## src/rtl/hpPoolPkg.sv

```systemverilog
package hpPoolPkg;

  localparam int HALF_W = 16;

  typedef enum logic [1:0] {
    ST_INIT  = 2'd0,
    ST_SCAN  = 2'd1,
    ST_WRITE = 2'd2,
    ST_IDLE  = 2'd3
  } poolState_e;

  typedef struct packed {
    logic loadCfg;   // capture configuration on accepted start
    logic initRun;   // reset job counters and pointers
    logic scanStep;  // consume one window element
    logic writeOut;  // emit window result and move to next window
  } poolCtrl_t;

  // True when half-precision pattern a orders strictly above b.
  function automatic logic halfGreater(input logic [HALF_W-1:0] a,
                                       input logic [HALF_W-1:0] b);
    logic expGt, expLt, mantGt, mantLt, magGt, magLt;
    expGt  = a[14:10] > b[14:10];
    expLt  = a[14:10] < b[14:10];
    mantGt = a[9:0] > b[9:0];
    mantLt = a[9:0] < b[9:0];
    magGt  = expGt | (!expLt & mantGt);
    magLt  = expLt | (!expGt & mantLt);
    if (a[15] != b[15]) return !a[15];
    else if (!a[15])    return magGt;
    else                return magLt;
  endfunction

endpackage

```

## src/rtl/hpPoolCtrl.sv

```systemverilog
module hpPoolCtrl
  import hpPoolPkg::*;
(
  input  logic      clk,
  input  logic      rstN,
  input  logic      start,
  input  logic      scanLast,
  input  logic      lastWin,
  output poolCtrl_t ctrl,
  output logic      wrEn,
  output logic      done
);

  poolState_e state;

  always_ff @(posedge clk) begin
    if (!rstN) begin
      state <= ST_IDLE;
      done  <= 1'b1;
    end else begin
      case (state)
        ST_IDLE: if (start) begin
          state <= ST_INIT;
          done  <= 1'b0;
        end
        ST_INIT: state <= ST_SCAN;
        ST_SCAN: if (scanLast) state <= ST_WRITE;
        ST_WRITE: begin
          if (lastWin) begin
            state <= ST_IDLE;
            done  <= 1'b1;
          end else begin
            state <= ST_SCAN;
          end
        end
        default: state <= ST_IDLE;
      endcase
    end
  end

  always_comb begin
    ctrl.loadCfg  = (state == ST_IDLE) && start;
    ctrl.initRun  = (state == ST_INIT);
    ctrl.scanStep = (state == ST_SCAN);
    ctrl.writeOut = (state == ST_WRITE);
    wrEn          = (state == ST_WRITE);
  end

endmodule

```

## src/rtl/hpPoolDatapath.sv

```systemverilog
module hpPoolDatapath
  import hpPoolPkg::*;
#(
  parameter int ADDR_W = 16,
  parameter int DIM_W  = 8
) (
  input  logic              clk,
  input  logic              rstN,
  input  poolCtrl_t         ctrl,
  input  logic [ADDR_W-1:0] srcBase,
  input  logic [ADDR_W-1:0] dstBase,
  input  logic [DIM_W-1:0]  numRows,
  input  logic [DIM_W-1:0]  numCols,
  input  logic [DIM_W-1:0]  winSize,
  input  logic [HALF_W-1:0] rdData,
  output logic [ADDR_W-1:0] rdAddr,
  output logic [ADDR_W-1:0] wrAddr,
  output logic [HALF_W-1:0] wrData,
  output logic              scanLast,
  output logic              lastWin
);

  localparam int CNT_W = 2 * DIM_W;
  localparam int EXT_W = DIM_W + 2;

  logic [ADDR_W-1:0] cfgSrc, cfgDst, dstPtr;
  logic [DIM_W-1:0]  cfgRows, cfgCols, cfgWin;
  logic [DIM_W-1:0]  rowBase, colBase, rowOff, colOff;
  logic [CNT_W-1:0]  totalWin, winCount;
  logic [HALF_W-1:0] maxVal;

  logic [DIM_W-1:0]  winSafe, winLast;
  logic [CNT_W-1:0]  outRows, outCols;
  logic              rowWrap;
  logic [ADDR_W-1:0] elemRow, elemCol;

  always_comb begin
    winSafe  = (cfgWin == '0) ? DIM_W'(1) : cfgWin;
    winLast  = cfgWin - DIM_W'(1);
    outRows  = CNT_W'(cfgRows / winSafe);
    outCols  = CNT_W'(cfgCols / winSafe);
    rowWrap  = (EXT_W'(colBase) + 2 * EXT_W'(cfgWin)) > EXT_W'(cfgCols);
    elemRow  = ADDR_W'(rowBase) + ADDR_W'(rowOff);
    elemCol  = ADDR_W'(colBase) + ADDR_W'(colOff);
    rdAddr   = cfgSrc + elemRow * ADDR_W'(cfgCols) + elemCol;
    wrAddr   = dstPtr;
    wrData   = maxVal;
    scanLast = (rowOff == winLast) && (colOff == winLast);
    lastWin  = (winCount + CNT_W'(1)) == totalWin;
  end

  always_ff @(posedge clk) begin
    if (!rstN) begin
      cfgSrc   <= '0;
      cfgDst   <= '0;
      cfgRows  <= '0;
      cfgCols  <= '0;
      cfgWin   <= '0;
      dstPtr   <= '0;
      rowBase  <= '0;
      colBase  <= '0;
      rowOff   <= '0;
      colOff   <= '0;
      totalWin <= '0;
      winCount <= '0;
      maxVal   <= '0;
    end else begin
      if (ctrl.loadCfg) begin
        cfgSrc  <= srcBase;
        cfgDst  <= dstBase;
        cfgRows <= numRows;
        cfgCols <= numCols;
        cfgWin  <= winSize;
      end
      if (ctrl.initRun) begin
        dstPtr   <= cfgDst;
        rowBase  <= '0;
        colBase  <= '0;
        rowOff   <= '0;
        colOff   <= '0;
        winCount <= '0;
        maxVal   <= '0;
        totalWin <= outRows * outCols;
      end
      if (ctrl.scanStep) begin
        if (halfGreater(rdData, maxVal)) maxVal <= rdData;
        if (colOff == winLast) begin
          colOff <= '0;
          rowOff <= rowOff + DIM_W'(1);
        end else begin
          colOff <= colOff + DIM_W'(1);
        end
      end
      if (ctrl.writeOut) begin
        dstPtr   <= dstPtr + ADDR_W'(1);
        winCount <= winCount + CNT_W'(1);
        maxVal   <= '0;
        rowOff   <= '0;
        colOff   <= '0;
        if (rowWrap) begin
          colBase <= '0;
          rowBase <= rowBase + cfgWin;
        end else begin
          colBase <= colBase + cfgWin;
        end
      end
    end
  end

endmodule

```

## src/rtl/hpMaxPool.sv

```systemverilog
module hpMaxPool
  import hpPoolPkg::*;
#(
  parameter int ADDR_W = 16,
  parameter int DIM_W  = 8
) (
  input  logic              clk,
  input  logic              rstN,
  input  logic              start,
  input  logic [ADDR_W-1:0] srcBase,
  input  logic [ADDR_W-1:0] dstBase,
  input  logic [DIM_W-1:0]  numRows,
  input  logic [DIM_W-1:0]  numCols,
  input  logic [DIM_W-1:0]  winSize,
  output logic              done,
  output logic [ADDR_W-1:0] rdAddr,
  input  logic [15:0]       rdData,
  output logic [ADDR_W-1:0] wrAddr,
  output logic [15:0]       wrData,
  output logic              wrEn
);

  poolCtrl_t ctrl;
  logic      scanLast, lastWin;

  hpPoolCtrl i_ctrl (
    .clk      (clk),
    .rstN     (rstN),
    .start    (start),
    .scanLast (scanLast),
    .lastWin  (lastWin),
    .ctrl     (ctrl),
    .wrEn     (wrEn),
    .done     (done)
  );

  hpPoolDatapath #(.ADDR_W(ADDR_W), .DIM_W(DIM_W)) i_dp (
    .clk      (clk),
    .rstN     (rstN),
    .ctrl     (ctrl),
    .srcBase  (srcBase),
    .dstBase  (dstBase),
    .numRows  (numRows),
    .numCols  (numCols),
    .winSize  (winSize),
    .rdData   (rdData),
    .rdAddr   (rdAddr),
    .wrAddr   (wrAddr),
    .wrData   (wrData),
    .scanLast (scanLast),
    .lastWin  (lastWin)
  );

endmodule

```

## config.mk

```make
export PLATFORM = sky130hd
export DESIGN_NAME = hpMaxPool
export DESIGN_NICKNAME = d
export VERILOG_FILES = /design/src/rtl/hpPoolPkg.sv /design/src/rtl/hpPoolCtrl.sv /design/src/rtl/hpPoolDatapath.sv /design/src/rtl/hpMaxPool.sv
export SDC_FILE = /design/constraint.sdc
export NUM_CORES = 1
export LEC_CHECK = 0
export BUFFER_PORTS_ARGS = -buffer_cell sky130_fd_sc_hd__buf_2
export CAP_MARGIN = 20
export CORE_UTILIZATION = 40
export CTS_CLUSTER_DIAMETER = 60
export DETAILED_ROUTE_END_ITERATION = 6
export PLACE_DENSITY = 0.67
export RECOVER_POWER = 100
export SYNTH_ARGS = -nofsm -noshare
export SYNTH_HDL_FRONTEND = slang
export SYNTH_HIERARCHICAL = 1
export SYNTH_SLANG_ARGS = --single-unit
```

## constraint.sdc

```tcl
create_clock -name clk -period 73.2 [get_ports clk]
set_input_delay 10.98 -clock clk [delete_from_list [all_inputs] [get_ports clk]]
set_output_delay 10.98 -clock clk [all_outputs]
set_load 0.02 [all_outputs]
```

==> reports/qor.yml <==
slowest_stage: "clkbuf_1"
cts-hold-fix-buffers: 0
status: "finished, violations left"
vias_per_cell: 5.47
drive_above_1_share: 0.0729
syn_avg_cell_area_um2: 7.90
worstSkewPairLatency_ns: 0.44
routed_wl_um: 70900
met3_usage: 0.0271
dp_cells: 4223
cp-start-kind: "register"
clockRootBuffer: "clkbuf_16"
path_common_cell: "o21a_1"
ys_types: 104
worst_slew_pin_slew_ns: 3.55
hold_viol_final: 0
first_pass_iters: 5
drc_errors: 0
grt_first_pass_wirelength_um: 115000
finalCritPeriodShare: 0.604
setup_tns_ns: 0
finalCriticalPeriod_ns: 44.18
die_h_um: 258
yosysSeqAreaShare: 0.119
register_area_mm2: 0.00310
fin_cells: 4256
critPathCaptureType: "register"
ys.flop_type: "dfxtp_1"
clk_path_buf_depth: 2
die_w_um: 258
core-area_mm2: 0.0645
io_buffers: 124
synth_top_area_cell: "ha_1"
cts.sinks: 155
yosys_warnings: 6
nets: 3971
cts_tree: "done"
path_clk_slew_ns: 0.07
grt_usage: 0.212
worst_ep_required_time_ns: 73.57
grt_overflow: 0
netlist_top_cells_area: "ha_1 (17%), dfxtp_1 (12%), fa_1 (11%)"
synth_most_common_cell: "ha_1"
antenna_found_initial: 0
grt_pass1_vias: 22195
rsz0062_at_grt: "no"
num_io_pins: 125
setup_viol: 0
slew_headroom: -1.36
violations: "max-capacitance violations, max-slew violations"
gr-usage-met1: 0.290
placementRows: 93
crit_family: "compound AO/OA/AOI/OAI gates"
hpwl_um: 55900
ant_nets: 0
slew_violations: 221
use_met2: 0.350
wl_per_cell_um: 16.7
cts_setup_buffers: 0
fill_cells: 6592
critPathMaxStageDelay_ns: 1.59
area_growth_syn_to_layout_pct: 7.84
synthCells: 3306
antennaDiodeCount: 0
die-area_mm2: 0.0663
crit_arrival_ns: 44.54
busiest_layer: "met2"
yosysTopAreaCellShare: 0.172
cts.htree.levels: 4
maxCapViolations: 5
netlist_area_mm2: 0.0261
critPathKind: "register to register"
cts_inserted_buffers: 17
start_util: 0.405
synth_edf_count: 0
drtIter0Drc: 1584
cts_resized: 0
min_path_type: "register to register"
multi_input_area_mm2: 0.0215
gp_congestion: 0.980
skew_ns: 0.0147
vias: 23300
path_max_fanout: 30
cp_num_buf_inv: 10
max_freq_mhz: 22.6
ys_async_sr_fraction: 0
ys_ff_latch: 155
synthTopCellsByCount: "ha_1 (360), inv_1 (304), nor2_1 (274), nand2_1 (272), a21oi_1 (215)"
grt_start_max_net_pins: 98
## worst register-to-register path: cells and delay by family (launching register included)
kind            cells  cell delay (ns)
flops               1             0.48
xor+xnor           11             2.28
compound gates     81            19.73
mux                 2             0.76
simple gates       43             9.34
fa+ha+maj          23             7.72
buf+inv            10             3.83
## cells by family after synthesis
family / Yosys count / synth area share
other: 1 / 0.000144
buffers and inverters: 416 / 0.0617
adders and majority gates: 510 / 0.286
muxes: 128 / 0.0510
DFF: 155 / 0.119
xor gates and xnor gates: 201 / 0.0690
AOI/OAI and AO/OA: 745 / 0.193
and+or+nand+nor: 1150 / 0.220
## registers in the layout, indices dropped and copies added (netlist names), 16 cells and up
register	cells
i_dp/cfgDst	16
i_dp/totalWin	16
i_dp/winCount	16
i_dp/wrAddr	16
i_dp/cfgSrc	16
i_dp/wrData	16
## final timing paths
kind,from,end,slack (ns),cells past startpoint
max,i_dp/cfgWin[1],i_dp/totalWin[15],29.02,170
min,i_dp/wrData[15],i_dp/wrData[15],0.51,2
max reg2reg,i_dp/cfgWin[1],i_dp/totalWin[15],29.02,170
min reg2reg,i_dp/wrData[15],i_dp/wrData[15],0.51,2
## area by class of cell
type                       count  area share
timing repair buffer         159      0.0282
multi-input combinational   2750       0.762
clock inverter                12     0.00471
clock buffer                  19      0.0161
inverter                     306      0.0408
tap                          855      0.0380
sequential                   155       0.110
## per-stage QoR
stage               hold WS [ns]  area (um2)  utilization  worst slack (ns)
global route               0.540       28200        0.437             25.51
detailed placement         0.496       27700        0.430             31.56
finish                     0.509       28200        0.437             29.02
global placement           0.492       27700        0.430             32.93
CTS                        0.507       28300        0.439             31.37
floorplan                  0.448       26200            -             35.44
## placed cells by master (no fill, tap or decap), types with 30 or more instances in the layout
cell / instances
mux2_2: 34
a21oi_1: 215
or2_2: 30
o21a_1: 92
xor2_1: 61
nand3_1: 57
o31ai_1: 41
inv_1: 304
a21o_1: 68
buf_2: 73
nor3_1: 125
mux2i_1: 91
fa_1: 147
o21ai_0: 99
nor2b_1: 133
and2_1: 66
ha_1: 360
nand2_1: 272
nand2b_1: 36
and3_1: 32
nor2_1: 273
clkbuf_1: 58
xnor2_1: 137
dfxtp_1: 155
## metal layers
layer	routed length, um	share of wire
met1	33300	0.47
met2	32000	0.45
met3	3870	0.055
met4	1710	0.024
met5	0	0
Power is left out: the tool's default activity adds up to more than one toggle a clock period on the data nets, which glitch-free logic cannot reach.
